==> config.mk <==
export PLATFORM = sky130hd
export DESIGN_NAME = io_window_decoder
export DESIGN_NICKNAME = d
export VERILOG_FILES = /design/src/rtl/iowin_pkg.sv /design/src/rtl/iowin_regfile.sv /design/src/rtl/iowin_match.sv /design/src/rtl/iowin_select.sv /design/src/rtl/io_window_decoder.sv
export SDC_FILE = /design/constraint.sdc
export NUM_CORES = 1
export LEC_CHECK = 0
export ABC_AREA = 1
export BUFFER_PORTS_ARGS = -buffer_cell sky130_fd_sc_hd__buf_4
export CAP_MARGIN = 15
export CORE_MARGIN = 4
export CORE_UTILIZATION = 50
export CTS_CLUSTER_DIAMETER = 100
export DETAILED_ROUTE_END_ITERATION = 7
export HOLD_SLACK_MARGIN = 0.03
export PLACE_DENSITY_LB_ADDON = 0.2
export SYNTH_ARGS = -nofsm -noshare
export SYNTH_HDL_FRONTEND = slang
export SYNTH_HIERARCHICAL = 1
export SYNTH_SLANG_ARGS = --single-unit
==> constraint.sdc <==
create_clock -name clk -period 3.22 [get_ports clk]
set_input_delay 0.322 -clock clk [delete_from_list [all_inputs] [get_ports clk]]
set_output_delay 0.322 -clock clk [all_outputs]
set_load 0.005 [all_outputs]
==> src/rtl/iowin_pkg.sv <==
package iowin_pkg;

  localparam int NUM_WIN    = 2;
  localparam int WIN_W      = (NUM_WIN > 1) ? $clog2(NUM_WIN) : 1;
  localparam int ENA_IDX    = 6;
  localparam int CTRL_IDX   = 7;
  localparam int WIN_BASE   = 8;
  localparam int WIN_STRIDE = 4;
  localparam int ENA_BIT0   = 6;
  localparam int LAST_IDX   = WIN_BASE + NUM_WIN * WIN_STRIDE - 1;
  localparam int NUM_REGS   = LAST_IDX - ENA_IDX + 1;

  // attribute group of one range, bit 0 is the least significant field
  typedef struct packed {
    logic timing;
    logic zero_ws;
    logic card_ovr;
    logic wide16;
  } io_attr_t;

endpackage

==> src/rtl/iowin_regfile.sv <==
module iowin_regfile
  import iowin_pkg::*;
#(
  parameter int IDX_W  = 6,
  parameter int DATA_W = 8,
  localparam int ADDR_W = 2 * DATA_W
) (
  input  logic                             clk,
  input  logic                             rst,
  input  logic                             wr_en_i,
  input  logic [IDX_W-1:0]                 idx_i,
  input  logic [DATA_W-1:0]                wdata_i,
  output logic [DATA_W-1:0]                rdata_o,
  output logic [NUM_WIN-1:0][ADDR_W-1:0]   lo_o,
  output logic [NUM_WIN-1:0][ADDR_W-1:0]   hi_o,
  output logic [NUM_WIN-1:0]               en_o,
  output io_attr_t [NUM_WIN-1:0]           attr_o
);

  localparam int OFF_W = $clog2(NUM_REGS);

  logic [DATA_W-1:0] regs [NUM_REGS];
  logic              in_range;
  logic [IDX_W-1:0]  off_full;
  logic [OFF_W-1:0]  off;

  always_comb begin
    in_range = (idx_i >= IDX_W'(ENA_IDX)) && (idx_i <= IDX_W'(LAST_IDX));
    off_full = idx_i - IDX_W'(ENA_IDX);
    off      = off_full[OFF_W-1:0];
  end

  always_ff @(posedge clk) begin
    if (rst) begin
      for (int i = 0; i < NUM_REGS; i++) regs[i] <= '0;
    end else if (wr_en_i && in_range) begin
      regs[off] <= wdata_i;
    end
  end

  always_ff @(posedge clk) begin
    if (rst)           rdata_o <= '0;
    else if (in_range) rdata_o <= regs[off];
    else               rdata_o <= '0;
  end

  localparam int ENA_OFF  = 0;
  localparam int CTRL_OFF = CTRL_IDX - ENA_IDX;

  for (genvar w = 0; w < NUM_WIN; w++) begin : g_win
    localparam int B = WIN_BASE - ENA_IDX + w * WIN_STRIDE;
    assign lo_o[w]   = {regs[B+1], regs[B]};
    assign hi_o[w]   = {regs[B+3], regs[B+2]};
    assign en_o[w]   = regs[ENA_OFF][ENA_BIT0 + w];
    assign attr_o[w] = io_attr_t'(regs[CTRL_OFF][4*w +: 4]);
  end

endmodule

==> src/rtl/iowin_match.sv <==
module iowin_match
  import iowin_pkg::*;
#(
  parameter int ADDR_W = 16
) (
  input  logic                           acc_valid_i,
  input  logic [ADDR_W-1:0]              acc_addr_i,
  input  logic [NUM_WIN-1:0][ADDR_W-1:0] lo_i,
  input  logic [NUM_WIN-1:0][ADDR_W-1:0] hi_i,
  input  logic [NUM_WIN-1:0]             en_i,
  output logic [NUM_WIN-1:0]             match_o
);

  for (genvar w = 0; w < NUM_WIN; w++) begin : g_cmp
    logic above_lo, below_hi;
    assign above_lo   = acc_addr_i >= lo_i[w];
    assign below_hi   = acc_addr_i <= hi_i[w];
    assign match_o[w] = acc_valid_i && en_i[w] && above_lo && below_hi;
  end

endmodule

==> src/rtl/iowin_select.sv <==
module iowin_select
  import iowin_pkg::*;
(
  input  logic                   clk,
  input  logic                   rst,
  input  logic [NUM_WIN-1:0]     match_i,
  input  io_attr_t [NUM_WIN-1:0] attr_i,
  input  logic                   card_wide_i,
  output logic                   hit_o,
  output logic [WIN_W-1:0]       win_o,
  output logic                   wide_o,
  output logic                   zero_ws_o,
  output logic                   timing_o
);

  logic             found;
  logic [WIN_W-1:0] sel;
  io_attr_t         a;

  always_comb begin
    found = 1'b0;
    sel   = '0;
    for (int w = NUM_WIN - 1; w >= 0; w--) begin
      if (match_i[w]) begin
        found = 1'b1;
        sel   = WIN_W'(w);
      end
    end
    a = attr_i[sel];
  end

  always_ff @(posedge clk) begin
    if (rst || !found) begin
      hit_o     <= 1'b0;
      win_o     <= '0;
      wide_o    <= 1'b0;
      zero_ws_o <= 1'b0;
      timing_o  <= 1'b0;
    end else begin
      hit_o     <= 1'b1;
      win_o     <= sel;
      wide_o    <= a.wide16 | (a.card_ovr & card_wide_i);
      zero_ws_o <= a.zero_ws;
      timing_o  <= a.timing;
    end
  end

  // a later range only wins when range 0 did not match
  assert_low_index_first_R6: assert property (@(posedge clk) disable iff (rst)
    (hit_o && win_o != '0) |-> $past(!match_i[0]));

  // a miss leaves every attribute output low
  assert_miss_quiet_R11: assert property (@(posedge clk) disable iff (rst)
    !hit_o |-> (!wide_o && !zero_ws_o && !timing_o && win_o == '0));

endmodule

==> src/rtl/io_window_decoder.sv <==
module io_window_decoder
  import iowin_pkg::*;
#(
  parameter int IDX_W  = 6,
  parameter int DATA_W = 8,
  localparam int ADDR_W = 2 * DATA_W
) (
  input  logic              clk,
  input  logic              rst,
  input  logic              wr_en_i,
  input  logic [IDX_W-1:0]  idx_i,
  input  logic [DATA_W-1:0] wdata_i,
  output logic [DATA_W-1:0] rdata_o,
  input  logic              acc_valid_i,
  input  logic [ADDR_W-1:0] acc_addr_i,
  input  logic              card_wide_i,
  output logic              hit_o,
  output logic [WIN_W-1:0]  win_o,
  output logic              wide_o,
  output logic              zero_ws_o,
  output logic              timing_o
);

  logic [NUM_WIN-1:0][ADDR_W-1:0] lo, hi;
  logic [NUM_WIN-1:0]             en;
  io_attr_t [NUM_WIN-1:0]         attr;
  logic [NUM_WIN-1:0]             match;

  iowin_regfile #(.IDX_W(IDX_W), .DATA_W(DATA_W)) u_regs (
    .clk(clk), .rst(rst), .wr_en_i(wr_en_i), .idx_i(idx_i), .wdata_i(wdata_i),
    .rdata_o(rdata_o), .lo_o(lo), .hi_o(hi), .en_o(en), .attr_o(attr)
  );

  iowin_match #(.ADDR_W(ADDR_W)) u_match (
    .acc_valid_i(acc_valid_i), .acc_addr_i(acc_addr_i),
    .lo_i(lo), .hi_i(hi), .en_i(en), .match_o(match)
  );

  iowin_select u_sel (
    .clk(clk), .rst(rst), .match_i(match), .attr_i(attr), .card_wide_i(card_wide_i),
    .hit_o(hit_o), .win_o(win_o), .wide_o(wide_o), .zero_ws_o(zero_ws_o),
    .timing_o(timing_o)
  );

  // a hit only follows a presented access
  assert_hit_needs_access_R11: assert property (@(posedge clk) disable iff (rst)
    hit_o |-> $past(acc_valid_i));

  // a range-0 hit lies inside the enabled inclusive bounds
  assert_inside_bounds_R4: assert property (@(posedge clk) disable iff (rst)
    (hit_o && win_o == '0) |->
      $past(en[0] && (acc_addr_i >= lo[0]) && (acc_addr_i <= hi[0])));

  // a wide range-0 access is forced or requested by the card
  assert_width_source_R10: assert property (@(posedge clk) disable iff (rst)
    (hit_o && win_o == '0 && wide_o) |->
      $past(attr[0].wide16 || (attr[0].card_ovr && card_wide_i)));

endmodule

# Yosys cells after proc, flatten, opt, wreduce, memory -nomap -nowiden
# Memory sizes are Yosys's and may differ from the RTL's. A register that Yosys moved wholly into a read port is not among the register bits.
# Cells that the tools add are included.
word_totals:
  mem_bits_rw: 80
  reg_bits: 5
  elab_cells: 43
  out_inout_bits: 13
  n_memories: 1
op_classes:
  n_bitwise: 3
  n_reduce_logical: 12
  n_addsub: 1
  mux: 14
  magnitude_cmp: 7
memory_table:
  columns: ["name", "words", "width", "read_ports", "rd_clocked_by_memory_dff", "wr", "line_no", "text"]
  rows:
  - ["u_regs.regs", 10, 8, 11, 1, 10, "iowin_regfile.sv:22", "logic [DATA_W-1:0] regs [NUM_REGS];"]
op_table:
  columns: ["operator", "count"]
  rows:
  - ["16-bit greater-or-equal comparator", 2]
  - ["16-bit <= comparator", 2]
  - ["4-bit two-way mux", 3]
  - ["1-bit two-way mux", 10]
  - ["1-bit logical AND", 8]
  - ["8-bit two-way mux", 1]
  - ["8-bit OR reduction", 1]
  - ["6-bit by 3-bit greater-or-equal comparator with 1-bit output, second input constant", 1]
  - ["6-bit by 4-bit <= comparator with 1-bit output, second input constant", 1]
  - ["4-bit by 3-bit subtractor with 4-bit output, second input constant", 1]
  - ["1-bit by 2-bit < comparator with 1-bit output, second input constant", 1]
  - ["2-bit OR reduction", 1]
  - ["1-bit bitwise AND", 1]
  - ["1-bit logical NOT", 1]
  - ["1-bit logical OR", 1]
  - ["1-bit inverter", 1]
  - ["1-bit OR", 1]

# Logic depth before layout (Yosys ltp)
# Gate-level depths: netlist of run 1.
logic_depth:
  word_depth: 9
  depth_mapped: 18

# Cells and area by module
# Netlist of run 1, hierarchy kept.
by_module_without_submodules:
  columns: ["module", "n_inst", "area_per_inst_um2", "cells_each", "seq_area_each_um2"]
  rows:
  - ["iowin_regfile", 1, 6471.2, 694, 4003.8]
  - ["iowin_match", 1, 1735.4, 287, 0.0]
  - ["iowin_select", 1, 196.4, 28, 100.1]

# Worst setup path before layout of run 1
# OpenSTA, ideal clock, no wires.
synth_path:
  kind: "input to register"
  start: "in idx_i[1]"
  end: "mem u_regs.regs[12][0], enable pin"
  stages: 8
  setup_ns: 0.383
  path_slack_ns: 1.141
  required_ns: 2.837
  arrival_ns: 1.696
  cell_sequence: "buf_4 > nand2_1 > nand2_2 > nand3_4 > nor2_8 > buf_6 > nand3_2 > nor3_1"
synth_rtl:
  columns: ["element", "line_no", "text"]
  rows:
  - ["from (decl)", "io_window_decoder.sv:11", "input logic [IDX_W-1:0] idx_i,"]
  - ["to (decl)", "iowin_regfile.sv:22", null]

==> impl_results.html, run 1 <==
<table>
<tr><th>Metric</th><th>Value</th></tr>
<tr><th colspan="2">Power</th></tr>
<tr><td>Internal power consumption</td><td>0.00370 W</td></tr>
<tr><td>Flop pwr share</td><td>0.433</td></tr>
<tr><td>Comb pwr share</td><td>0.116</td></tr>
<tr><td>Part of the total power dissipated in the clock network</td><td>0.452</td></tr>
<tr><td>Switching Share</td><td>0.236</td></tr>
<tr><td>Switching power</td><td>0.00114 W</td></tr>
<tr><td>Leak pwr</td><td>4.87 nW</td></tr>
<tr><td>Power after layout</td><td>0.00484 W</td></tr>
<tr><td>Power density over cell area</td><td>503 nW/µm²</td></tr>
<tr><td>Worst IR drop on VDD</td><td>256 µV</td></tr>
<tr><th colspan="2">Synthesis</th></tr>
<tr><td>Most used standard cell by instance count after synthesis</td><td>sky130_fd_sc_hd__nand2_1</td></tr>
<tr><td>Fraction of the yosys area taken by sequential cells</td><td>0.488</td></tr>
<tr><td>Top post-synthesis cells by area</td><td>sky130_fd_sc_hd__edfxtp_1, sky130_fd_sc_hd__nand2_1, sky130_fd_sc_hd__ha_1, sky130_fd_sc_hd__inv_1, sky130_fd_sc_hd__nor2_1</td></tr>
<tr><td>Commonest cells post-synth</td><td>sky130_fd_sc_hd__nand2_1, sky130_fd_sc_hd__inv_1, sky130_fd_sc_hd__edfxtp_1</td></tr>
<tr><td>Total number of yosys warnings</td><td>6</td></tr>
<tr><td>Number of synthesized flops with an enable pin</td><td>128</td></tr>
<tr><td>Post-synthesis cell type with the largest combined area</td><td>sky130_fd_sc_hd__edfxtp_1</td></tr>
<tr><td>Syn_nets</td><td>1109</td></tr>
<tr><td>Post-synth ARST share</td><td>0</td></tr>
<tr><td>Mapped Area</td><td>8400 µm²</td></tr>
<tr><td>Synthesized instance count</td><td>1009</td></tr>
<tr><td>Per-instance average area after synthesis</td><td>8.33 µm²</td></tr>
<tr><td>Most used DFF post-synth</td><td>sky130_fd_sc_hd__edfxtp_1</td></tr>
<tr><td>Synth top area share</td><td>0.457</td></tr>
<tr><td>Number of distinct library cells after synthesis</td><td>33</td></tr>
<tr><td>Number of synthesized register bits</td><td>141</td></tr>
<tr><th colspan="2">CTS</th></tr>
<tr><td>Clock edge transition at the registers on the reported setup and hold paths</td><td>60 ps</td></tr>
<tr><td>CTS tree</td><td>done</td></tr>
<tr><td>Clock buffer count from CTS</td><td>17</td></tr>
<tr><td>Clk Latency, worst-skew pair</td><td>420 ps</td></tr>
<tr><td>H-tree depth</td><td>4</td></tr>
<tr><td>Clock buffer depth</td><td>2</td></tr>
<tr><td>Total number of clock tree sinks</td><td>141</td></tr>
<tr><td>Root buffer selected by CTS</td><td>sky130_fd_sc_hd__clkbuf_16</td></tr>
<tr><td>Count of cells resized by post-cts repair</td><td>0</td></tr>
<tr><td># Post-CTS Setup Buffers</td><td>0</td></tr>
<tr><td>Hold Buf Count CTS</td><td>0</td></tr>
<tr><th colspan="2">GRT</th></tr>
<tr><td>Global-route wire length before repair</td><td>34.4 mm</td></tr>
<tr><td>Maximum number of pins on one net before global-route repair</td><td>60</td></tr>
<tr><td>Vias in the first global route</td><td>6139</td></tr>
<tr><td>All-layer global routing usage</td><td>0.251</td></tr>
<tr><td>Overflow after GRT</td><td>0</td></tr>
<tr><td>Number of antenna violations at the first check in global routing</td><td>0</td></tr>
<tr><th colspan="2">Drt</th></tr>
<tr><td>Total via count in the routed design</td><td>6631</td></tr>
<tr><td>DRC violation total after the first TritonRoute iteration</td><td>709</td></tr>
<tr><td>Number of design rule violations left after detail routing</td><td>0</td></tr>
<tr><td>Wirelength per Cell</td><td>17.8 µm</td></tr>
<tr><td>Total wire length</td><td>23.0 mm</td></tr>
<tr><td>Vias per std cell</td><td>5.14</td></tr>
<tr><td>Drt first pass iters</td><td>5</td></tr>
<tr><td>Antenna-violating nets left</td><td>0</td></tr>
<tr><th colspan="2">Job</th></tr>
<tr><td>Maxcap violations</td><td>0</td></tr>
<tr><th colspan="2">Cells and area</th></tr>
<tr><td>Multi-input gate area in the final layout</td><td>3360 µm²</td></tr>
<tr><td>Register area</td><td>4100 µm²</td></tr>
<tr><td>Area Overhead vs Synth</td><td>14.7%</td></tr>
<tr><td>Count of fill cells added during filler insertion</td><td>1528</td></tr>
<tr><td>Number of nets in the layout</td><td>1157</td></tr>
<tr><td>Count of antenna diodes in the layout</td><td>0</td></tr>
<tr><td>Fraction of final layout cells with drive strength greater than 1</td><td>0.123</td></tr>
<tr><th colspan="2">Timing</th></tr>
<tr><td>Tightest slew margin relative to the limit</td><td>0.549</td></tr>
<tr><td>Final setup violation count</td><td>0</td></tr>
<tr><td>Share of the cycle needed by the critical path after routing</td><td>0.707</td></tr>
<tr><td>Final total negative setup slack</td><td>0 ps</td></tr>
<tr><td>RSZ-0062 raised after global routing</td><td>no</td></tr>
<tr><td>Fmax</td><td>0.439 GHz</td></tr>
<tr><td>Slew Limit Fails</td><td>0</td></tr>
<tr><td>Transition time at the pin with the least slew margin</td><td>674 ps</td></tr>
<tr><td>Final critical delay including setup and external delays</td><td>2280 ps</td></tr>
<tr><td>Worst-case clock skew</td><td>6.66 ps</td></tr>
<tr><td>Hold Violations, Final</td><td>0</td></tr>
<tr><th colspan="2">Critical path</th></tr>
<tr><td>Critical path class</td><td>flop to flop</td></tr>
<tr><td>Worst setup SP type</td><td>flop</td></tr>
<tr><td>Peak fanout along the critical path</td><td>4</td></tr>
<tr><td>Worst EP arrival</td><td>2590 ps</td></tr>
<tr><td>Number of cells on the worst reg-to-reg path</td><td>17</td></tr>
<tr><td>Data required time of the worst path</td><td>3540 ps</td></tr>
<tr><td>Reg-to-reg slack, setup</td><td>940 ps</td></tr>
<tr><td>End of the worst register-to-register path</td><td>u_sel/wide_o$_SDFF_PN0_</td></tr>
<tr><td>Endpoint class of the critical path</td><td>flop</td></tr>
<tr><td>Origin of the critical flop-to-flop path</td><td>u_regs/regs[2][3]$_SDFFCE_PN0P_</td></tr>
<tr><th colspan="2">Hold path</th></tr>
<tr><td>End point of the most critical hold path</td><td>u_sel/win_o$_SDFF_PN0_</td></tr>
<tr><td>Hold path cells</td><td>2</td></tr>
<tr><td>Hold path startpoint</td><td>rst</td></tr>
<tr><td>Path type of the worst min-delay path</td><td>input port to flop</td></tr>
<tr><th colspan="2">Floorplanning</th></tr>
<tr><td>Vertical die dimension</td><td>138 µm</td></tr>
<tr><td>Placeable core region</td><td>16500 µm²</td></tr>
<tr><td>Overall die width</td><td>138 µm</td></tr>
<tr><td>Die area</td><td>18900 µm²</td></tr>
<tr><td>Starting density of the core</td><td>0.509</td></tr>
<tr><td>Rows</td><td>47</td></tr>
<tr><td>I/O pin count</td><td>48</td></tr>
<tr><th colspan="2">Place</th></tr>
<tr><td>Detailed placer's ending HPWL</td><td>16.8 mm</td></tr>
<tr><td>Final weighted congestion in routability-driven placement</td><td>0.914</td></tr>
<tr><td>Count of input and output buffers</td><td>47</td></tr>
<tr><th colspan="2">Outcome</th></tr>
<tr><td>Outcome</td><td>finished, final reports clean</td></tr>
</table>
-- cells by family (layout without fill, tap and decap cells) --
logic type | after synthesis | after routing | share of synthesized area
AOI/OAI and AO/OA | 51 | 51 | 0.0329
xor gates and xnor gates | 1 | 1 | 0.00194
adders and majority gates | 65 | 65 | 0.0968
buffers and inverters | 240 | 301 | 0.112
DFF | 141 | 141 | 0.488
and+or+nand+nor | 511 | 511 | 0.268
-- final cells by class --
| type | count | share of cell area |
|---|---|---|
| flip-flops and latches | 141 | 0.426 |
| multi-input cells | 628 | 0.349 |
| inverters | 211 | 0.0822 |
| clock buffers | 22 | 0.0502 |
| repair buffers | 58 | 0.0452 |
| well taps | 220 | 0.0286 |
| clock inverters | 10 | 0.0191 |
-- power groups by stage --
stage	clock (W)	sequential (W)	combinational [W]
after floorplan	0	0.00211	0.000367
after global placement	0	0.00213	0.000546
after detailed placement	0	0.00213	0.000552
after CTS	0.00221	0.00210	0.000555
after global routing	0.00229	0.00210	0.000630
final	0.00219	0.00210	0.000560
-- registers in the layout (all words and copies together) (netlist names) --
| register | count |
|---|---|
| u_sel/timing_o | 1 |
| u_sel/hit_o | 1 |
| u_sel/zero_ws_o | 1 |
| u_sel/win_o | 1 |
| u_regs/rdata_o | 8 |
| u_sel/wide_o | 1 |
| u_regs/regs | 128 |
-- worst max-delay path by stage --
stage	startpoint	to	slack (ps)	depth (start not counted)
after floorplan	idx_i[1]	u_regs/regs[12][0]$_DFFE_PP_	1140	8
after global placement	idx_i[1]	u_regs/regs[10][0]$_DFFE_PP_	770	9
after detailed placement	idx_i[1]	u_regs/regs[10][6]$_DFFE_PP_	710	9
after CTS	u_regs/regs[9][7]$_DFFE_PP_	u_sel/wide_o$_SDFF_PN0_	980	12
after global routing	u_regs/regs[9][7]$_DFFE_PP_	u_sel/wide_o$_SDFF_PN0_	750	12
final	u_regs/regs[2][3]$_SDFFCE_PN0P_	u_sel/wide_o$_SDFF_PN0_	940	17
-- per-stage QoR --
step | cell area, µm² | instances | utilization | worst slack [ps] | hold slack, ps
2_1_floorplan | 8400 | 1009 | - | 1140 | 394
3_3_place_gp | 8970 | 1258 | 0.543 | 768 | 552
3_5_place_dp | 8970 | 1258 | 0.543 | 707 | 553
4_1_cts | 9640 | 1290 | 0.583 | 978 | 130
5_1_grt | 9640 | 1290 | 0.583 | 747 | 138
6_report | 9640 | 1290 | 0.583 | 943 | 142
-- cell usage in the layout (no fill, tap or decap), types with 2 or more instances in the layout --
master                       instances
sky130_fd_sc_hd__nor2_2              2
sky130_fd_sc_hd__ha_1               65
sky130_fd_sc_hd__buf_4              58
sky130_fd_sc_hd__nand2_1           259
sky130_fd_sc_hd__o21ai_0             6
sky130_fd_sc_hd__inv_1             205
sky130_fd_sc_hd__nor2_4              3
sky130_fd_sc_hd__nand3_1            84
sky130_fd_sc_hd__clkbuf_16          17
sky130_fd_sc_hd__nor2_8              3
sky130_fd_sc_hd__dfxtp_1            13
sky130_fd_sc_hd__a21oi_1            38
sky130_fd_sc_hd__edfxtp_1          128
sky130_fd_sc_hd__nand2_4             9
sky130_fd_sc_hd__nand2_2            14
sky130_fd_sc_hd__clkbuf_8            4
sky130_fd_sc_hd__nand4_1             6
sky130_fd_sc_hd__clkinvlp_4          2
sky130_fd_sc_hd__nor3_1              3
sky130_fd_sc_hd__nor2_1            124
sky130_fd_sc_hd__o21ai_2             2
sky130_fd_sc_hd__clkinv_2            2
sky130_fd_sc_hd__bufinv_16           5
sky130_fd_sc_hd__a21o_1              2
sky130_fd_sc_hd__inv_2               5
-- critical path, cell delays in order (launching register included) --
cell and delay, ps:
sky130_fd_sc_hd__edfxtp_1 360, sky130_fd_sc_hd__inv_1 60, sky130_fd_sc_hd__ha_1 280, sky130_fd_sc_hd__nand2_1 70
sky130_fd_sc_hd__nor2_1 100, sky130_fd_sc_hd__nor2_1 50, sky130_fd_sc_hd__nand2_1 60, sky130_fd_sc_hd__nand2_1 60
sky130_fd_sc_hd__nand2_1 100, sky130_fd_sc_hd__nand2_1 60, sky130_fd_sc_hd__nand2_1 60, sky130_fd_sc_hd__nand2_1 40
sky130_fd_sc_hd__nor2_1 430, sky130_fd_sc_hd__inv_1 80, sky130_fd_sc_hd__nand2_1 140, sky130_fd_sc_hd__nand2_1 70
sky130_fd_sc_hd__nor2_1 90, sky130_fd_sc_hd__nor2_1 60
-- routing by layer --
| layer | vias to the layer above | GRT usage | routed length [µm] |
|---|---|---|---|
| met3 | 44 | 0.0515 | 2060 |
| met5 | - | 0 | 0 |
| met2 | 316 | 0.370 | 10000 |
| li1 | 3257 | - | - |
| met1 | 3014 | 0.365 | 10200 |
| met4 | 0 | 0.0931 | 657 |
Note: power is estimated with default switching activity, not from simulation.
==> run 2: changes to the inputs <==
Clock period 3.22 ns to 2.3 ns, I/O delays scaled along.
==> run 2 against run 1 <==
Net effect:
- total power is 33% higher
- maximum frequency rose by 6.8%
- worst hold slack got worse by 80 ps
- critical path type unchanged
==> impl_results.html, run 2 (synthesized netlist as in run 1, its figures left out) <==
<table>
<tr><th>Metric</th><th>Value</th></tr>
<tr><th colspan="2">Floorplanning</th></tr>
<tr><td>Placeable core region</td><td>16500 µm² (unchanged)</td></tr>
<tr><td>Die area</td><td>18900 µm² (unchanged)</td></tr>
<tr><td>Starting density of the core</td><td>0.509 (unchanged)</td></tr>
<tr><td>Overall die width</td><td>138 µm (unchanged)</td></tr>
<tr><td>Rows</td><td>47 (unchanged)</td></tr>
<tr><td>I/O pin count</td><td>48 (unchanged)</td></tr>
<tr><td>Vertical die dimension</td><td>138 µm (unchanged)</td></tr>
<tr><th colspan="2">Timing</th></tr>
<tr><td>Tightest slew margin relative to the limit</td><td>0.619 (+0.0694)</td></tr>
<tr><td>Transition time at the pin with the least slew margin</td><td>571 ps (-102 ps)</td></tr>
<tr><td>Slew Limit Fails</td><td>0 (unchanged)</td></tr>
<tr><td>Final setup violation count</td><td>0 (unchanged)</td></tr>
<tr><td>Fin Hold WS</td><td>61.8 ps (-79.8 ps)</td></tr>
<tr><td>Worst-case clock skew</td><td>8.39 ps (+1.73 ps)</td></tr>
<tr><td>Share of the cycle needed by the critical path after routing</td><td>0.927 (+0.220)</td></tr>
<tr><td>Hold Violations, Final</td><td>0 (unchanged)</td></tr>
<tr><td>Final critical delay including setup and external delays</td><td>2130 ps (-145 ps)</td></tr>
<tr><td>Fmax</td><td>0.469 GHz (+6.8%)</td></tr>
<tr><th colspan="2">Critical path</th></tr>
<tr><td>Worst setup SP type</td><td>flop</td></tr>
<tr><td>Peak fanout along the critical path</td><td>3 (-1)</td></tr>
<tr><td>Termination of the worst setup path</td><td>u_sel/wide_o$_SDFF_PN0_</td></tr>
<tr><td>Data required time of the worst path</td><td>2620 ps (-920 ps)</td></tr>
<tr><td>Critical path class</td><td>flop to flop</td></tr>
<tr><td>Number of cells on the worst reg-to-reg path</td><td>15 (-2)</td></tr>
<tr><td>Reg-to-reg slack, setup</td><td>170 ps (-780 ps)</td></tr>
<tr><td>Endpoint class of the critical path</td><td>flop</td></tr>
<tr><td>End of the worst register-to-register path</td><td>u_sel/wide_o$_SDFF_PN0_</td></tr>
<tr><td>Source of the critical timing path</td><td>u_regs/regs[8][3]$_SDFFCE_PN0P_</td></tr>
<tr><td>Origin of the critical flop-to-flop path</td><td>u_regs/regs[8][3]$_SDFFCE_PN0P_</td></tr>
<tr><td>Worst EP arrival</td><td>2450 ps (-140 ps)</td></tr>
<tr><th colspan="2">CTS</th></tr>
<tr><td>Clock buffer depth</td><td>2 (unchanged)</td></tr>
<tr><td>Root buffer selected by CTS</td><td>sky130_fd_sc_hd__clkbuf_16</td></tr>
<tr><td>Total number of clock tree sinks</td><td>141 (unchanged)</td></tr>
<tr><td>H-tree depth</td><td>4 (unchanged)</td></tr>
<tr><td>CTS tree</td><td>done</td></tr>
<tr><td>Clock buffer count from CTS</td><td>17 (unchanged)</td></tr>
<tr><td># Post-CTS Setup Buffers</td><td>0 (unchanged)</td></tr>
<tr><td>Clock edge transition at the registers on the reported setup and hold paths</td><td>60 ps (about the same)</td></tr>
<tr><td>Clk Latency, worst-skew pair</td><td>420 ps (about the same)</td></tr>
<tr><td>Hold Buf Count CTS</td><td>0 (unchanged)</td></tr>
<tr><th colspan="2">Cells and area</th></tr>
<tr><td>Commonest cells after routing, fill and taps aside</td><td>sky130_fd_sc_hd__nand2_1, sky130_fd_sc_hd__inv_1, sky130_fd_sc_hd__edfxtp_1</td></tr>
<tr><td>Commonest non-fill, non-tap cell in the layout</td><td>sky130_fd_sc_hd__nand2_1</td></tr>
<tr><td>Number of nets in the layout</td><td>1168 (+0.95%)</td></tr>
<tr><td>Fraction of final layout cells with drive strength greater than 1</td><td>0.133 (+0.00985)</td></tr>
<tr><td>Largest registers</td><td>u_regs/regs x128, u_regs/rdata_o x8</td></tr>
<tr><td>Largest register FFs</td><td>128 (unchanged)</td></tr>
<tr><td>Final Non-Filler Cells</td><td>1301 (+0.85%)</td></tr>
<tr><td>Count of antenna diodes in the layout</td><td>0 (unchanged)</td></tr>
<tr><td>Area Overhead vs Synth</td><td>14.8%</td></tr>
<tr><td>Register with the most flip-flops</td><td>u_regs/regs</td></tr>
<tr><th colspan="2">Job</th></tr>
<tr><td>Maxcap violations</td><td>0 (unchanged)</td></tr>
<tr><th colspan="2">Power</th></tr>
<tr><td>Worst IR drop on VDD</td><td>484 µV (+89%)</td></tr>
<tr><td>Power density over cell area</td><td>667 nW/µm² (+33%)</td></tr>
<tr><td>Comb pwr share</td><td>0.124 (+0.008)</td></tr>
<tr><td>Part of the total power dissipated in the clock network</td><td>0.421 (-0.031)</td></tr>
<tr><td>Power after layout</td><td>0.00643 W (+33%)</td></tr>
<tr><td>Flop pwr share</td><td>0.455 (+0.022)</td></tr>
<tr><td>Internal power consumption</td><td>0.00478 W (+29%)</td></tr>
<tr><td>Leak pwr</td><td>4.89 nW (+0.38%)</td></tr>
<tr><td>Switching power</td><td>0.00166 W (+45%)</td></tr>
<tr><td>Switching Share</td><td>0.257 (+0.0215)</td></tr>
<tr><th colspan="2">GRT</th></tr>
<tr><td>All-layer global routing usage</td><td>0.250 (-0.000820)</td></tr>
<tr><td>Vias in the first global route</td><td>6316 (+2.9%)</td></tr>
<tr><td>Maximum number of pins on one net before global-route repair</td><td>57 (-5.0%)</td></tr>
<tr><td>Overflow after GRT</td><td>0 (unchanged)</td></tr>
<tr><td>Number of antenna violations at the first check in global routing</td><td>0 (unchanged)</td></tr>
<tr><td>Global-route wire length before repair</td><td>34.7 mm (+0.82%)</td></tr>
<tr><th colspan="2">Drt</th></tr>
<tr><td>Antenna-violating nets left</td><td>0 (unchanged)</td></tr>
<tr><td>Wirelength per Cell</td><td>17.3 µm (-3.0%)</td></tr>
<tr><td>Total via count in the routed design</td><td>6702 (+1.1%)</td></tr>
<tr><td>Total wire length</td><td>22.5 mm (-2.1%)</td></tr>
<tr><td>Vias per std cell</td><td>5.15 (+0.22%)</td></tr>
<tr><td>DRC violation total after the first TritonRoute iteration</td><td>649 (-8.5%)</td></tr>
<tr><td>Drt first pass iters</td><td>8 (+3)</td></tr>
<tr><td>Number of design rule violations left after detail routing</td><td>0 (unchanged)</td></tr>
<tr><th colspan="2">Place</th></tr>
<tr><td>Detailed placer's ending HPWL</td><td>16.6 mm (-1.6%)</td></tr>
<tr><td>Final weighted congestion in routability-driven placement</td><td>0.989 (+8.2%)</td></tr>
<tr><td>Count of input and output buffers</td><td>47 (unchanged)</td></tr>
<tr><td>Placed cell count</td><td>1269 (+0.87%)</td></tr>
<tr><th colspan="2">Outcome</th></tr>
<tr><td>Outcome</td><td>finished, final reports clean</td></tr>
<tr><th colspan="2">Hold path</th></tr>
<tr><td>Path type of the worst min-delay path</td><td>input port to flop</td></tr>
</table>
==> run 2: through the flow <==
stage / TNS [ps] / util / instance area, µm² / setup WS, ps
2_1_floorplan: 0 / - / 8400 / 313
3_3_place_gp: 0 / 0.548 / 9060 / 150
3_5_place_dp: 0 / 0.548 / 9060 / 150
4_1_cts: 0 / 0.584 / 9650 / 174
5_1_grt: -3.49 / 0.584 / 9650 / -3.49
6_report: 0 / 0.584 / 9650 / 168
==> run 2: cell type report <==
cell class	instances	area, µm²
Clock buffer	18	439
Clock inverter	14	143
Multi-Input combinational cell	628	3360
Inverter	211	792
Fill cell	1455	6880
Timing Repair Buffer	69	531
Tap cell	220	275
Sequential cell	141	4100
==> run 2: critical path, cell delays in order, from the launching register on <==
cell	delay, ps
sky130_fd_sc_hd__edfxtp_1	400
sky130_fd_sc_hd__inv_1	60
sky130_fd_sc_hd__ha_1	290
sky130_fd_sc_hd__nand2_1	50
sky130_fd_sc_hd__inv_1	60
sky130_fd_sc_hd__nand2_1	50
sky130_fd_sc_hd__nand2_1	60
sky130_fd_sc_hd__nand2_1	60
sky130_fd_sc_hd__nand2_1	100
sky130_fd_sc_hd__nand2_1	60
sky130_fd_sc_hd__a21oi_1	280
sky130_fd_sc_hd__nor2_1	120
sky130_fd_sc_hd__o21bai_1	270
sky130_fd_sc_hd__inv_2	70
sky130_fd_sc_hd__nand2_1	70
sky130_fd_sc_hd__nor2_1	40
==> run 2: how the worst min path moves through the flow <==
stage / start / end / depth (start not counted)
floorplan: rst / u_sel/win_o$_SDFF_PN0_ / 1
global placement: rst / u_sel/win_o$_SDFF_PN0_ / 2
detailed placement: rst / u_sel/win_o$_SDFF_PN0_ / 2
CTS: rst / u_sel/win_o$_SDFF_PN0_ / 2
global route: rst / u_sel/win_o$_SDFF_PN0_ / 2
finish: rst / u_sel/win_o$_SDFF_PN0_ / 2
==> run 2: power by group through the flow <==
stage | sequential (W) | combinational [W] | clock [W]
after global routing | 0.00294 | 0.000895 | 0.00287
after detailed placement | 0.00298 | 0.000785 | 0
final | 0.00293 | 0.000799 | 0.00271
after floorplan | 0.00296 | 0.000513 | 0
after global placement | 0.00298 | 0.000773 | 0
after CTS | 0.00293 | 0.000788 | 0.00274
==> run 2: repair_timing <==
action | in CTS | in global routing
gates resized for setup | 0 | 1
endpoints found under the hold margin | 0 | 0
endpoints found under the setup margin | 0 | 3
==> run 2: per-layer routing <==
| metal | vias up | part of all wire | global-route usage |
|---|---|---|---|
| li1 | 3279 | - | - |
| met1 | 3075 | 0.44 | 0.358 |
| met2 | 310 | 0.45 | 0.375 |
| met3 | 38 | 0.093 | 0.0617 |
| met4 | 0 | 0.021 | 0.0782 |
| met5 | - | 0 | 0 |
